$ cat src/rtl/asram_pkg.sv
package asram_pkg;
  typedef enum logic [2:0] {
    ST_IDLE  = 3'd0,
    ST_RACC  = 3'd1,
    ST_WSET  = 3'd2,
    ST_WSTB  = 3'd3,
    ST_WHOLD = 3'd4
  } phase_e;

  // strobes from the sequencer to the datapath
  typedef struct packed {
    logic load;     // latch request fields
    logic capture;  // sample the read bus
    logic ceN;
    logic oeN;
    logic strobe;   // byte strobes follow the latched mask
    logic drive;    // open the data drivers
  } strb_t;
endpackage

$ cat src/rtl/asram_ctrl_fsm.sv
module asram_ctrl_fsm
  import asram_pkg::*;
#(
  parameter int SETUP_CYC  = 1,
  parameter int STROBE_CYC = 2,
  parameter int HOLD_CYC   = 1,
  parameter int ACCESS_CYC = 2
) (
  input  logic       clk,
  input  logic       rstN,
  input  logic       reqValid,
  input  logic       reqWrite,
  input  logic [1:0] reqMask,
  output logic       reqReady,
  output logic       doneValid,
  output strb_t      strb
);
  localparam int MAX_AB  = (SETUP_CYC > STROBE_CYC) ? SETUP_CYC : STROBE_CYC;
  localparam int MAX_CD  = (HOLD_CYC > ACCESS_CYC) ? HOLD_CYC : ACCESS_CYC;
  localparam int MAX_CYC = (MAX_AB > MAX_CD) ? MAX_AB : MAX_CD;
  localparam int CNT_W   = $clog2(MAX_CYC + 1);

  phase_e state, nextState;
  logic [CNT_W-1:0] cnt;
  int   limit;
  logic lastCyc, finish;

  always_comb begin
    case (state)
      ST_RACC:  limit = ACCESS_CYC;
      ST_WSET:  limit = SETUP_CYC;
      ST_WSTB:  limit = STROBE_CYC;
      ST_WHOLD: limit = HOLD_CYC;
      default:  limit = 1;
    endcase
    lastCyc = (int'(cnt) == limit - 1);
  end

  always_comb begin
    nextState = state;
    finish    = 1'b0;
    case (state)
      ST_IDLE: if (reqValid) begin
        if (!reqWrite)           nextState = ST_RACC;
        else if (reqMask == 2'b00) finish  = 1'b1;
        else                     nextState = ST_WSET;
      end
      ST_RACC:  if (lastCyc) begin nextState = ST_IDLE; finish = 1'b1; end
      ST_WSET:  if (lastCyc) nextState = ST_WSTB;
      ST_WSTB:  if (lastCyc) nextState = ST_WHOLD;
      ST_WHOLD: if (lastCyc) begin nextState = ST_IDLE; finish = 1'b1; end
      default:  nextState = ST_IDLE;
    endcase
  end

  always_ff @(posedge clk) begin
    if (!rstN) begin
      state     <= ST_IDLE;
      cnt       <= '0;
      doneValid <= 1'b0;
    end else begin
      state     <= nextState;
      doneValid <= finish;
      if (nextState != state) cnt <= '0;
      else if (state != ST_IDLE) cnt <= cnt + 1'b1;
    end
  end

  always_comb begin
    reqReady     = (state == ST_IDLE);
    strb.load    = (state == ST_IDLE) && reqValid;
    strb.capture = (state == ST_RACC) && lastCyc;
    strb.ceN     = (state == ST_IDLE);
    strb.oeN     = (state != ST_RACC);
    strb.strobe  = (state == ST_WSTB);
    strb.drive   = (state == ST_WSET) || (state == ST_WSTB) || (state == ST_WHOLD);
  end

  // a strobe only opens after a setup cycle with the bus already driven
  p_setup_first_r4: assert property (@(posedge clk) disable iff (!rstN)
    $rose(strb.strobe) |-> $past(strb.drive) && !$past(strb.strobe));
  // completion is reported only once back in idle
  p_done_idle_r8: assert property (@(posedge clk) disable iff (!rstN)
    doneValid |-> reqReady);
  // chip enable only falls after a request was offered
  p_select_on_req_r7: assert property (@(posedge clk) disable iff (!rstN)
    $fell(strb.ceN) |-> $past(reqValid));
endmodule

$ cat src/rtl/asram_datapath.sv
module asram_datapath
  import asram_pkg::*;
#(
  parameter int ADDR_W = 13,
  parameter int DATA_W = 16,
  parameter int LANES  = 2
) (
  input  logic              clk,
  input  logic              rstN,
  input  strb_t             strb,
  input  logic [ADDR_W-1:0] reqAddr,
  input  logic [DATA_W-1:0] reqWdata,
  input  logic [LANES-1:0]  reqMask,
  input  logic [DATA_W-1:0] memDqIn,
  output logic [DATA_W-1:0] rspRdata,
  output logic [ADDR_W-1:0] memAddr,
  output logic [LANES-1:0]  memWeN,
  output logic [DATA_W-1:0] memDqOut,
  output logic              memDqOe
);
  logic [ADDR_W-1:0] addrQ;
  logic [DATA_W-1:0] dataQ, rdataQ;
  logic [LANES-1:0]  maskQ;

  always_ff @(posedge clk) begin
    if (!rstN) begin
      addrQ  <= '0;
      dataQ  <= '0;
      maskQ  <= '0;
      rdataQ <= '0;
    end else begin
      if (strb.load) begin
        addrQ <= reqAddr;
        dataQ <= reqWdata;
        maskQ <= reqMask;
      end
      if (strb.capture) rdataQ <= memDqIn;
    end
  end

  for (genvar g = 0; g < LANES; g++) begin : g_lane
    assign memWeN[g] = !(strb.strobe && maskQ[g]);
  end

  assign memAddr  = addrQ;
  assign memDqOut = dataQ;
  assign memDqOe  = strb.drive;
  assign rspRdata = rdataQ;

  // address frozen while the RAM stays selected
  p_addr_frozen_r5: assert property (@(posedge clk) disable iff (!rstN)
    (!strb.ceN && $past(!strb.ceN)) |-> $stable(memAddr));
  // own drivers never fight the RAM outputs
  p_no_fight_r6: assert property (@(posedge clk) disable iff (!rstN)
    memDqOe |-> strb.oeN);
  // data stays driven in the cycle after the strobes rise
  p_hold_data_r4: assert property (@(posedge clk) disable iff (!rstN)
    $fell(strb.strobe) |-> memDqOe && $stable(memDqOut));
  // a low strobe needs the strobe phase
  p_lane_phase_r3: assert property (@(posedge clk) disable iff (!rstN)
    (memWeN != '1) |-> strb.strobe);
endmodule

$ cat src/rtl/asram_ctrl.sv
module asram_ctrl
  import asram_pkg::*;
#(
  parameter int SETUP_CYC  = 1,
  parameter int STROBE_CYC = 2,
  parameter int HOLD_CYC   = 1,
  parameter int ACCESS_CYC = 2
) (
  input  logic        clk,
  input  logic        rstN,
  input  logic        reqValid,
  output logic        reqReady,
  input  logic        reqWrite,
  input  logic [12:0] reqAddr,
  input  logic [15:0] reqWdata,
  input  logic [1:0]  reqMask,
  output logic        doneValid,
  output logic [15:0] rspRdata,
  output logic [12:0] memAddr,
  output logic        memCeN,
  output logic        memOeN,
  output logic [1:0]  memWeN,
  output logic [15:0] memDqOut,
  output logic        memDqOe,
  input  logic [15:0] memDqIn
);
  strb_t strb;

  asram_ctrl_fsm #(
    .SETUP_CYC(SETUP_CYC), .STROBE_CYC(STROBE_CYC),
    .HOLD_CYC(HOLD_CYC), .ACCESS_CYC(ACCESS_CYC)
  ) u_fsm (
    .clk(clk), .rstN(rstN), .reqValid(reqValid), .reqWrite(reqWrite),
    .reqMask(reqMask), .reqReady(reqReady), .doneValid(doneValid), .strb(strb)
  );

  asram_datapath #(.ADDR_W(13), .DATA_W(16), .LANES(2)) u_dp (
    .clk(clk), .rstN(rstN), .strb(strb), .reqAddr(reqAddr),
    .reqWdata(reqWdata), .reqMask(reqMask), .memDqIn(memDqIn),
    .rspRdata(rspRdata), .memAddr(memAddr), .memWeN(memWeN),
    .memDqOut(memDqOut), .memDqOe(memDqOe)
  );

  assign memCeN = strb.ceN;
  assign memOeN = strb.oeN;
endmodule

$ cat config.mk
export PLATFORM = sky130hd
export DESIGN_NAME = asram_ctrl
export DESIGN_NICKNAME = d
export VERILOG_FILES = /design/src/rtl/asram_pkg.sv /design/src/rtl/asram_ctrl_fsm.sv /design/src/rtl/asram_datapath.sv /design/src/rtl/asram_ctrl.sv
export SDC_FILE = /design/constraint.sdc
export NUM_CORES = 1
export LEC_CHECK = 0
export ABC_AREA = 1
export CORE_ASPECT_RATIO = 0.8
export CORE_MARGIN = 3
export CORE_UTILIZATION = 40
export DETAILED_ROUTE_END_ITERATION = 10
export HOLD_SLACK_MARGIN = 0.08
export PLACE_DENSITY = 0.85
export SLEW_MARGIN = 30
export SYNTH_ARGS = -nofsm -noshare
export SYNTH_HDL_FRONTEND = slang
export SYNTH_SLANG_ARGS = --single-unit
$ cat constraint.sdc
create_clock -name clk -period 1.6 [get_ports clk]
set_input_delay 0.16 -clock clk [delete_from_list [all_inputs] [get_ports clk]]
set_output_delay 0.16 -clock clk [all_outputs]
set_load 0.02 [all_outputs]
==> results_dict.tcl, run 1 <==
set metrics [dict create \
    power.switching_mw 1.03 \
    syn_avg_cell_area_um2 7.49 \
    crit_chain "inv_2, nand2_1, nor2_4, nand2_1, dlygate4sd2_1" \
    viasPerCell 4.79 \
    gp_congestion 0.881 \
    synth_top_area_cell "dfxtp_1" \
    synth_common_cells "nor2_1 (78), dfxtp_1 (53), o21ai_1 (45)" \
    synthCells 280 \
    clk_path_buf_depth 2 \
    clock_latency_ns 0.30 \
    cts_tree "done" \
    num_rows 22 \
    synth_nets 331 \
    die_y_um 70.8 \
    sw_frac_of_total_pct 31.8 \
    fin_skew_ns 0.00805 \
    required_ns 1.44 \
    power_frac_comb_pct 30.3 \
    antenna_left 0 \
    post-synth-top-count-cell "nor2_1" \
    finalCritPeriodShare_pct 95.4 \
    ys_seq_area_share_pct 50.6 \
    async_flop_share_pct 0 \
    syn_to_final_growth_pct 55.0 \
    grt_max_degree 33 \
    num-nets-final 433 \
    wire_per_inst_um 12.7 \
    tightest_slew_ns 0.306 \
    antenna_found_initial 0 \
    cp-startpoint "u_fsm.state[2]$_SDFF_PN0_" \
    synth-seq-cells 53 \
    n_antenna_cell 0 \
    ys_warn_count 0 \
    timing.critical_path.slowest_cell_delay_ns 0.36 \
    setup_tns_ns 0 \
    initial_utilization_pct 43.5 \
    first_global_vias 2005 \
    synthTopCellsByArea "dfxtp_1 (51%), nor2_1 (14%), o21ai_1 (11%), a21oi_1 (4.8%), inv_1 (4.1%)" \
    power_density_mw_per_mm2 1000 \
    ys.flop_type "dfxtp_1" \
    report.final.slew_viol_count 0 \
    ios 103 \
    dr.pass1.iters 4 \
    post_cts.repair.setup_buffers 0 \
    rsz0062_at_grt "no" \
    grt_pass1_wl_um 9110 \
    end_kind "output port" \
    ys_types 22 \
    slew_headroom_pct 79.6 \
    vdd_drop_max_v 0.000649 \
    synth_top_area_share_pct 50.6 \
    crit-reg2reg-capture "u_dp.memAddr[3]$_SDFFE_PN0P_" \
    drc 0 \
    grt_usage_pct 18.4 \
    rr_startpoint "u_fsm.state[0]$_SDFF_PN0_" \
    setup.worst_path.end "memWeN[0]" \
    power.share.clock_pct 22.8 \
    seq_power_share_pct 46.9 \
    rrSetupSlack_ns 0.19 \
    synth_area_mm2 0.00210 \
    startpoint_type "flop" \
    core_area_mm2 0.00482 \
    finalHoldViolCount 0 \
    drt_iter0_markers 78 \
    die_w_um 87.0 \
    h-tree-depth 2 \
    dieArea_mm2 0.00615 \
    num_vias 2122 \
    internal_power_mw 2.22 \
    hpwl_um 4160 \
    crit_fanout 5 \
    root_buffer "clkbuf_8" \
    drt-total-wl_um 5630 \
    synth_edf_count 0 \
    hold_class "input pin to flop" \
    outcome "finished, final reports clean" \
    slowest_stage "dfxtp_2" \
    clk_pin_slew_ns 0.09 \
    ff2ff_path_depth 8 \
    portBuffers 102 \
    cap_viol_max_count 0 \
    clock-sinks 53 \
    leakagePower_nw 1.30 \
    crit_top_cell "nand2_1" \
    cts_made_buffers 5 \
    final.min_clock_period_ns 1.53 \
    fmax_ghz 0.655 \
    holdWs_ns 0.431 \
    overflow 0 \
    finalSetupViolCount 0 \
    arrival_ns 1.37 \
    critPathKind "flop to output port" \
    final_layout_size_suffix_gt1_share_pct 7.05 \
]
==> registers in the layout (all words and copies together) (netlist names) <==
register         flops
u_fsm.cnt            2
u_fsm.doneValid      1
u_fsm.state          3
u_dp.memAddr        13
u_dp.rspRdata       16
u_dp.maskQ           2
u_dp.memDqOut       16
==> power groups by stage <==
stage / Combinational, mW / Sequential [mW] / Clock (mW)
global route: 1.07 / 1.54 / 0.824
global placement: 0.977 / 1.55 / 0
detailed placement: 0.988 / 1.55 / 0
finish: 0.985 / 1.52 / 0.741
floorplan: 0.410 / 1.69 / 0
CTS: 0.981 / 1.52 / 0.768
==> layout make-up <==
type | count | area (µm²)
multi-input combinational | 183 | 838
timing repair buffer | 110 | 1080
clock inverter | 2 | 13.8
clock buffer | 6 | 72.6
fill | 405 | 1570
tap | 60 | 75.1
sequential | 53 | 1060
inverter | 29 | 111
==> per-stage QoR <==
step	cells	worst slack (ns)	cell area, µm²	util [%]	power (mW)
after global placement	435	0.0793	3160	65.5	2.52
final	443	0.0735	3250	67.5	3.25
after global routing	443	0.000357	3250	67.5	3.44
after CTS	443	0.0449	3240	67.2	3.27
after detailed placement	435	0.00747	3160	65.5	2.54
after floorplan	280	0.262	2100	-	2.10
==> cells in the final DEF, fill, tap and decap left out <==
| cell type | Yosys | final |
|---|---|---|
| buf_4 | 4 | 7 |
| clkdlybuf4s15_1 | 0 | 2 |
| nand2_2 | 1 | 1 |
| inv_2 | 5 | 4 |
| dlygate4sd2_1 | 0 | 3 |
| nor2_1 | 78 | 77 |
| clkinv_1 | 1 | 1 |
| clkbuf_1 | 4 | 1 |
| a21oi_1 | 20 | 20 |
| inv_4 | 0 | 1 |
| inv_1 | 23 | 23 |
| inv_6 | 0 | 1 |
| clkbuf_2 | 0 | 1 |
| xor2_1 | 1 | 1 |
| nor2_4 | 1 | 2 |
| nand2_1 | 18 | 18 |
| nand4_1 | 4 | 4 |
| dfxtp_2 | 0 | 2 |
| o21ai_1 | 45 | 45 |
| clkdlybuf4s50_1 | 0 | 96 |
| nand3b_1 | 1 | 1 |
| clkinv_2 | 0 | 1 |
| dfxtp_1 | 53 | 51 |
| buf_6 | 3 | 1 |
| o21ai_0 | 4 | 4 |
| nor2_8 | 1 | 1 |
| a31oi_1 | 1 | 1 |
| clkbuf_8 | 0 | 5 |
| nand3_1 | 8 | 8 |
==> metal layers <==
| layer | vias to the layer above | routed length, µm | track usage, % |
|---|---|---|---|
| li1 | 1101 | - | - |
| met4 | 0 | 36 | 4.67 |
| met3 | 5 | 637 | 9.55 |
| met1 | 942 | 2370 | 22.6 |
| met5 | - | 0 | 0 |
| met2 | 74 | 2590 | 28.4 |
==> cells by family after synthesis <==
| family | Yosys count | share of synthesized area [%] |
|---|---|---|
| compound gates | 70 | 16.8 |
| xor+xnor | 1 | 0.418 |
| buf+inv | 44 | 9.78 |
| flops | 53 | 50.6 |
| simple gates | 112 | 22.4 |
==> worst max-delay path: cells and delay by family (launching register included) <==
kind | cells | cell delay [ns]
buffers and inverters | 2 | 0.40
DFF | 1 | 0.36
and+or+nand+nor | 3 | 0.31
==> worst min-delay path by stage <==
stage | startpoint | to | depth (start not counted)
floorplan | reqAddr[0] | u_dp.memAddr[0]$_SDFFE_PN0P_ | 2
CTS | reqAddr[5] | u_dp.memAddr[5]$_SDFFE_PN0P_ | 3
global route | reqAddr[7] | u_dp.memAddr[7]$_SDFFE_PN0P_ | 3
finish | reqWdata[11] | u_dp.memDqOut[11]$_SDFFE_PN0P_ | 3
detailed placement | u_dp.rspRdata[14]$_SDFFE_PN0P_ | u_dp.rspRdata[14]$_SDFFE_PN0P_ | 2
global placement | u_dp.rspRdata[9]$_SDFFE_PN0P_ | u_dp.rspRdata[9]$_SDFFE_PN0P_ | 2
==> what timing repair did <==
action                                  CTS  global route
endpoints found under the setup margin    6            33
resized for setup                         8             9
hold buffers                              0             0
(Power assumes the default switching activity.)
==> inputs of run 2 (changes only) <==
--- a/config.mk
+++ b/config.mk
@@ -11,7 +11,9 @@
 export CORE_UTILIZATION = 40
 export DETAILED_ROUTE_END_ITERATION = 10
 export HOLD_SLACK_MARGIN = 0.08
+export MAX_ROUTING_LAYER = met4
 export PLACE_DENSITY = 0.85
+export SKIP_LAST_GASP = 1
 export SLEW_MARGIN = 30
 export SYNTH_ARGS = -nofsm -noshare
 export SYNTH_HDL_FRONTEND = slang
==> run 2 against run 1 <==
Effect of this change: non-clock buffer count stayed put; sequential share of layout area down 0.075 points; combinational power is essentially flat; final cell count stayed put; critical path depth unchanged; global-route usage up 0.53 points; clock-buffer cell count is the same; final area is 0.23% higher; fmax hardly changed; via count up 0.19%; die area stayed put; power about the same.
==> results_dict.tcl, run 2 (synthesized netlist as in run 1, its figures left out) <==
set metrics [dict create \
    drt-total-wl_um 5600 \
    num_vias 2126 \
    dr.pass1.iters 4 \
    grt_pass1_wl_um 9110 \
    fmax_ghz 0.655 \
    core_area_mm2 0.00482 \
    crit_buf_inv 2 \
    clock-sinks 53 \
    h-tree-depth 2 \
    worstHoldPathCells 3 \
    outcome "finished, final reports clean" \
    first_global_vias 2006 \
    hpwl_um 4160 \
    finalSetupViolCount 0 \
    dieArea_mm2 0.00615 \
    die_w_um 87.0 \
    arrival_ns 1.37 \
    wire_per_inst_um 12.7 \
    overflow 0 \
    final_layout_size_suffix_gt1_share_pct 6.79 \
    slowest_stage "dfxtp_2" \
    layout_commonest_cell "clkdlybuf4s50_1" \
    report.final.slew_viol_count 0 \
    cts_made_buffers 5 \
    antenna_left 0 \
    worstHoldStart "reqWdata[11]" \
    ff2ff_path_depth 8 \
    timing.critical_path.slowest_cell_delay_ns 0.36 \
    hold_buffers 0 \
    portBuffers 102 \
    clk_pin_slew_ns 0.09 \
    grt_max_degree 33 \
    n_antenna_cell 0 \
    drc 0 \
    hold_class "input pin to flop" \
    slew_headroom_pct 80.1 \
    path_delay_family "buffers and inverters" \
    end_kind "output port" \
    required_ns 1.44 \
    rrSetupSlack_ns 0.18 \
    critPathKind "flop to output port" \
    clk_path_buf_depth 2 \
    holdPathEnd "u_dp.memDqOut[11]$_SDFFE_PN0P_" \
    num_rows 22 \
    syn_to_final_growth_pct 55.4 \
    finalCritPeriodShare_pct 95.5 \
    vdd_drop_max_v 0.000641 \
    fin_skew_ns 0.00605 \
    rr_startpoint "u_fsm.state[0]$_SDFF_PN0_" \
    finalHoldViolCount 0 \
    leakagePower_nw 1.30 \
    viasPerCell 4.80 \
    die_y_um 70.8 \
    place_area_mm2 0.00316 \
    crit_chain "inv_2, nand2_1, nor2_4, nand2_1, dlygate4sd2_1" \
    rsz0062_at_grt "yes" \
    initial_utilization_pct 43.5 \
    power_density_mw_per_mm2 998 \
    fillers 404 \
    tightest_slew_ns 0.299 \
    clock_latency_ns 0.30 \
    drt_iter0_markers 92 \
    crit_top_cell "nand2_1" \
    final_area_mm2 0.00326 \
    final_cell_mix "clkdlybuf4s50_1 (96), nor2_1 (77), dfxtp_1 (51)" \
    crit_fanout 5 \
    finalPower_mw 3.25 \
    antenna_found_initial 0 \
    holdWs_ns 0.430 \
    final.min_clock_period_ns 1.53 \
    num-nets-final 433 \
    ios 103 \
    gp_congestion 0.896 \
    worstSetupPathDepth 5 \
    startpoint_type "flop" \
    grt_usage_pct 18.9 \
    cap_viol_max_count 0 \
    cts_tree "done" \
    root_buffer "clkbuf_8" \
    crit-reg2reg-capture "u_dp.memAddr[3]$_SDFFE_PN0P_" \
]
-- run 2: metal layers --
metal	wire, µm	up-vias	track usage, %
li1	-	1101	-
met1	2430	946	23.8
met2	2600	74	28.4
met3	530	5	7.57
met4	36	0	4.67
met5	0	-	-
-- run 2: how the worst max path moves through the flow --
stage,from,endpoint
floorplan,u_fsm.state[0]$_SDFF_PN0_,u_dp.memAddr[0]$_SDFFE_PN0P_
CTS,u_fsm.state[0]$_SDFF_PN0_,memWeN[1]
detailed placement,reqValid,u_dp.memDqOut[2]$_SDFFE_PN0P_
global placement,reqValid,u_dp.memDqOut[12]$_SDFFE_PN0P_
finish,u_fsm.state[2]$_SDFF_PN0_,memWeN[0]
global route,u_fsm.state[0]$_SDFF_PN0_,reqReady
-- run 2: stage by stage --
stage	instances	setup slack, ns	util [%]	TNS [ns]
global placement	435	0.0793	65.5	0
finish	443	0.0727	67.6	0
CTS	443	-0.177	67.3	-0.177
detailed placement	435	0.00747	65.5	0
global route	443	-0.00854	67.6	-0.00854
floorplan	280	0.262	-	0
-- run 2: where the power goes --
part           switching [mW]  internal, mW  total (mW)
sequential             0.0733          1.45        1.52
clock                   0.430         0.313       0.742
combinational           0.530         0.456       0.986
-- run 2: cell type report --
cell class                 instances  area, µm²  area share [%]
clock buffer                       6       72.6            2.23
tap                               60       75.1            2.30
timing repair buffer             110       1080            33.3
sequential                        53       1060            32.6
clock inverter                     2       13.8           0.422
multi-input combinational        183        838            25.7
inverter                          29        111            3.42
-- run 2: what timing repair did --
action / CTS / global route
endpoints found under the setup margin: 6 / 34
setup buffers: 0 / 0
resized for setup: 7 / 8
-- run 2: tightest hold or removal path, cell delays in order --
cell and delay, ns:
clkdlybuf4s50_1 0.39, nor2_1 0.09, nor2_1 0.05
==> inputs of run 3 (changes only) <==
==> constraint.sdc (replaced) <==
create_clock -name clk -period 1.5 [get_ports clk]
set_input_delay 0.15 -clock clk [delete_from_list [all_inputs] [get_ports clk]]
set_output_delay 0.15 -clock clk [all_outputs]
set_load 0.02 [all_outputs]
==> run 3 against run 2 <==
Effect of this change: the flow now finishes with violations (setup timing); wire length rose by 0.86%; non-clock buffer count up 3; via count is essentially flat; largest power group unchanged; first-iteration DRC count fell by 1.1%; final area up 0.81%; largest cell class unchanged; worst setup slack worse by 0.097 ns; clock-buffer cell count fell by 1; clock power rose by 4.6%.
==> results_dict.tcl, run 3 (synthesized netlist as in run 1, its figures left out) <==
set metrics [dict create \
    outcome "finished, violations left" \
    violations "setup timing" \
    grt_pass1_wl_um 8980 \
    drc 0 \
    hold_class "input pin to flop" \
    first_global_vias 1956 \
    ff2ff_path_depth 6 \
    viasPerCell 4.76 \
    dr.pass1.iters 6 \
    antenna_found_initial 0 \
    clock-sinks 53 \
    slew_headroom_pct 80.2 \
    final.min_clock_period_ns 1.52 \
    finalCritPeriodShare_pct 102 \
    grt_usage_pct 18.8 \
    required_ns 1.35 \
    die_y_um 70.8 \
    num_vias 2124 \
    power_density_mw_per_mm2 1060 \
    cts_made_buffers 5 \
    wire_per_inst_um 12.7 \
    layout_commonest_cell "clkdlybuf4s50_1" \
    drt-total-wl_um 5650 \
    overflow 0 \
    finalSetupViolCount 1 \
    critPathKind "flop to output port" \
    h-tree-depth 2 \
    grt.busiest_layer "met2" \
    fmax_ghz 0.656 \
    num-nets-final 436 \
    final_cell_mix "clkdlybuf4s50_1 (95), nor2_1 (76), dfxtp_1 (50)" \
    gp_congestion 0.886 \
    worstHoldPathCells 3 \
    dp_cells 438 \
    final_area_mm2 0.00328 \
    final_layout_size_suffix_gt1_share_pct 9.33 \
    antenna_left 0 \
    dieArea_mm2 0.00615 \
    initial_utilization_pct 43.5 \
    fillers 427 \
    cts_tree "done" \
    ios 103 \
    vdd_drop_max_v 0.000695 \
    report.final.slew_viol_count 0 \
    end_kind "output port" \
    n_antenna_cell 0 \
    syn_to_final_growth_pct 56.6 \
    clk_pin_slew_ns 0.09 \
    portBuffers 102 \
    arrival_ns 1.37 \
    cap_viol_max_count 0 \
    hpwl_um 4200 \
    finalHoldViolCount 0 \
    layout.cells.non_filler 446 \
    drt_iter0_markers 91 \
    grt_max_degree 33 \
    startpoint_type "flop" \
    grtUsageMet3_pct 7.33 \
    num_rows 22 \
    fin_skew_ns 0.00477 \
    place_area_mm2 0.00319 \
    die_w_um 87.0 \
    root_buffer "clkbuf_8" \
    crit_fanout 6 \
    met1_usage_pct 23.9 \
    worst_slack_ns -0.0242 \
    rsz0062_at_grt "yes" \
    clock_latency_ns 0.30 \
    clk_path_buf_depth 2 \
    post_cts.repair.setup_buffers 0 \
    core_area_mm2 0.00482 \
    leakagePower_nw 1.34 \
    tightest_slew_ns 0.297 \
    grt_use_met2_pct 28.0 \
]
==> run 3: cell types whose count changed in the layout (fill, tap and decap cells not counted), sizes merged <==
cell           before  now
buf                 8   11
clkbuf              6    8
clkdlybuf4s15       2    1
clkdlybuf4s50      96   95
clkinv              2    3
clkinvlp            0    1
dlygate4sd2         3    2
inv                29   28
==> run 3: path summary, 6_finish.rpt <==
| path | from | endpoint | slack [ns] |
|---|---|---|---|
| worst max register to register | u_fsm.state[2]$_SDFF_PN0_ | u_dp.rspRdata[14]$_SDFFE_PN0P_ | 0.12 |
| worst min register to register | u_dp.rspRdata[15]$_SDFFE_PN0P_ | u_dp.rspRdata[15]$_SDFFE_PN0P_ | 0.45 |
| worst max-delay path | u_fsm.state[2]$_SDFF_PN0_ | memWeN[0] | -0.02 |
| worst min-delay path | reqAddr[10] | u_dp.memAddr[10]$_SDFFE_PN0P_ | 0.42 |
==> run 3: power by group <==
group          switching, mW  internal (mW)
combinational          0.571          0.494
sequential            0.0795           1.55
clock                  0.453          0.323
total                   1.10           2.36
==> run 3: cell type report <==
| class | instances | area [µm²] | share of cell area, % |
|---|---|---|---|
| multi-input combinational | 183 | 841 | 25.6 |
| timing repair buffer | 113 | 1110 | 33.7 |
| tap | 60 | 75.1 | 2.29 |
| clock buffer | 5 | 68.8 | 2.10 |
| inverter | 29 | 111 | 3.39 |
| sequential | 53 | 1060 | 32.4 |
| clock inverter | 3 | 17.5 | 0.533 |
==> run 3: worst max-delay path, cell delays in order, from the launching register on <==
cell,delay (ns)
dfxtp_2,0.36
inv_2,0.07
nand2_1,0.10
nor2_4,0.13
nand2_1,0.08
dlygate4sd2_1,0.32
==> run 3: repair_timing <==
item                                    4_1_cts  5_1_grt
hold buffers                                  0        0
resized for setup                            12       13
endpoints found under the setup margin        6       44
pin swaps                                     0        0
==> run 3: routing by layer <==
layer / share of wire, % / wire, µm / vias to the layer above
li1: - / - / 1106
met1: 45 / 2540 / 940
met2: 46 / 2580 / 74
met3: 8.9 / 502 / 4
met4: 0.48 / 27 / 0
met5: 0 / 0 / -
==> run 3: through the flow <==
step / TNS (ns) / hold slack [ns] / setup WS, ns / util [%] / power, mW
floorplan: 0 / 0.285 / 0.162 / - / 2.24
global placement: 0 / 0.430 / 0.0163 / 66.3 / 2.71
detailed placement: -0.0554 / 0.437 / -0.0286 / 66.3 / 2.72
CTS: -0.0471 / 0.415 / -0.0471 / 68.2 / 3.50
global route: -0.107 / 0.398 / -0.0951 / 68.2 / 3.67
finish: -0.0242 / 0.424 / -0.0242 / 68.2 / 3.47
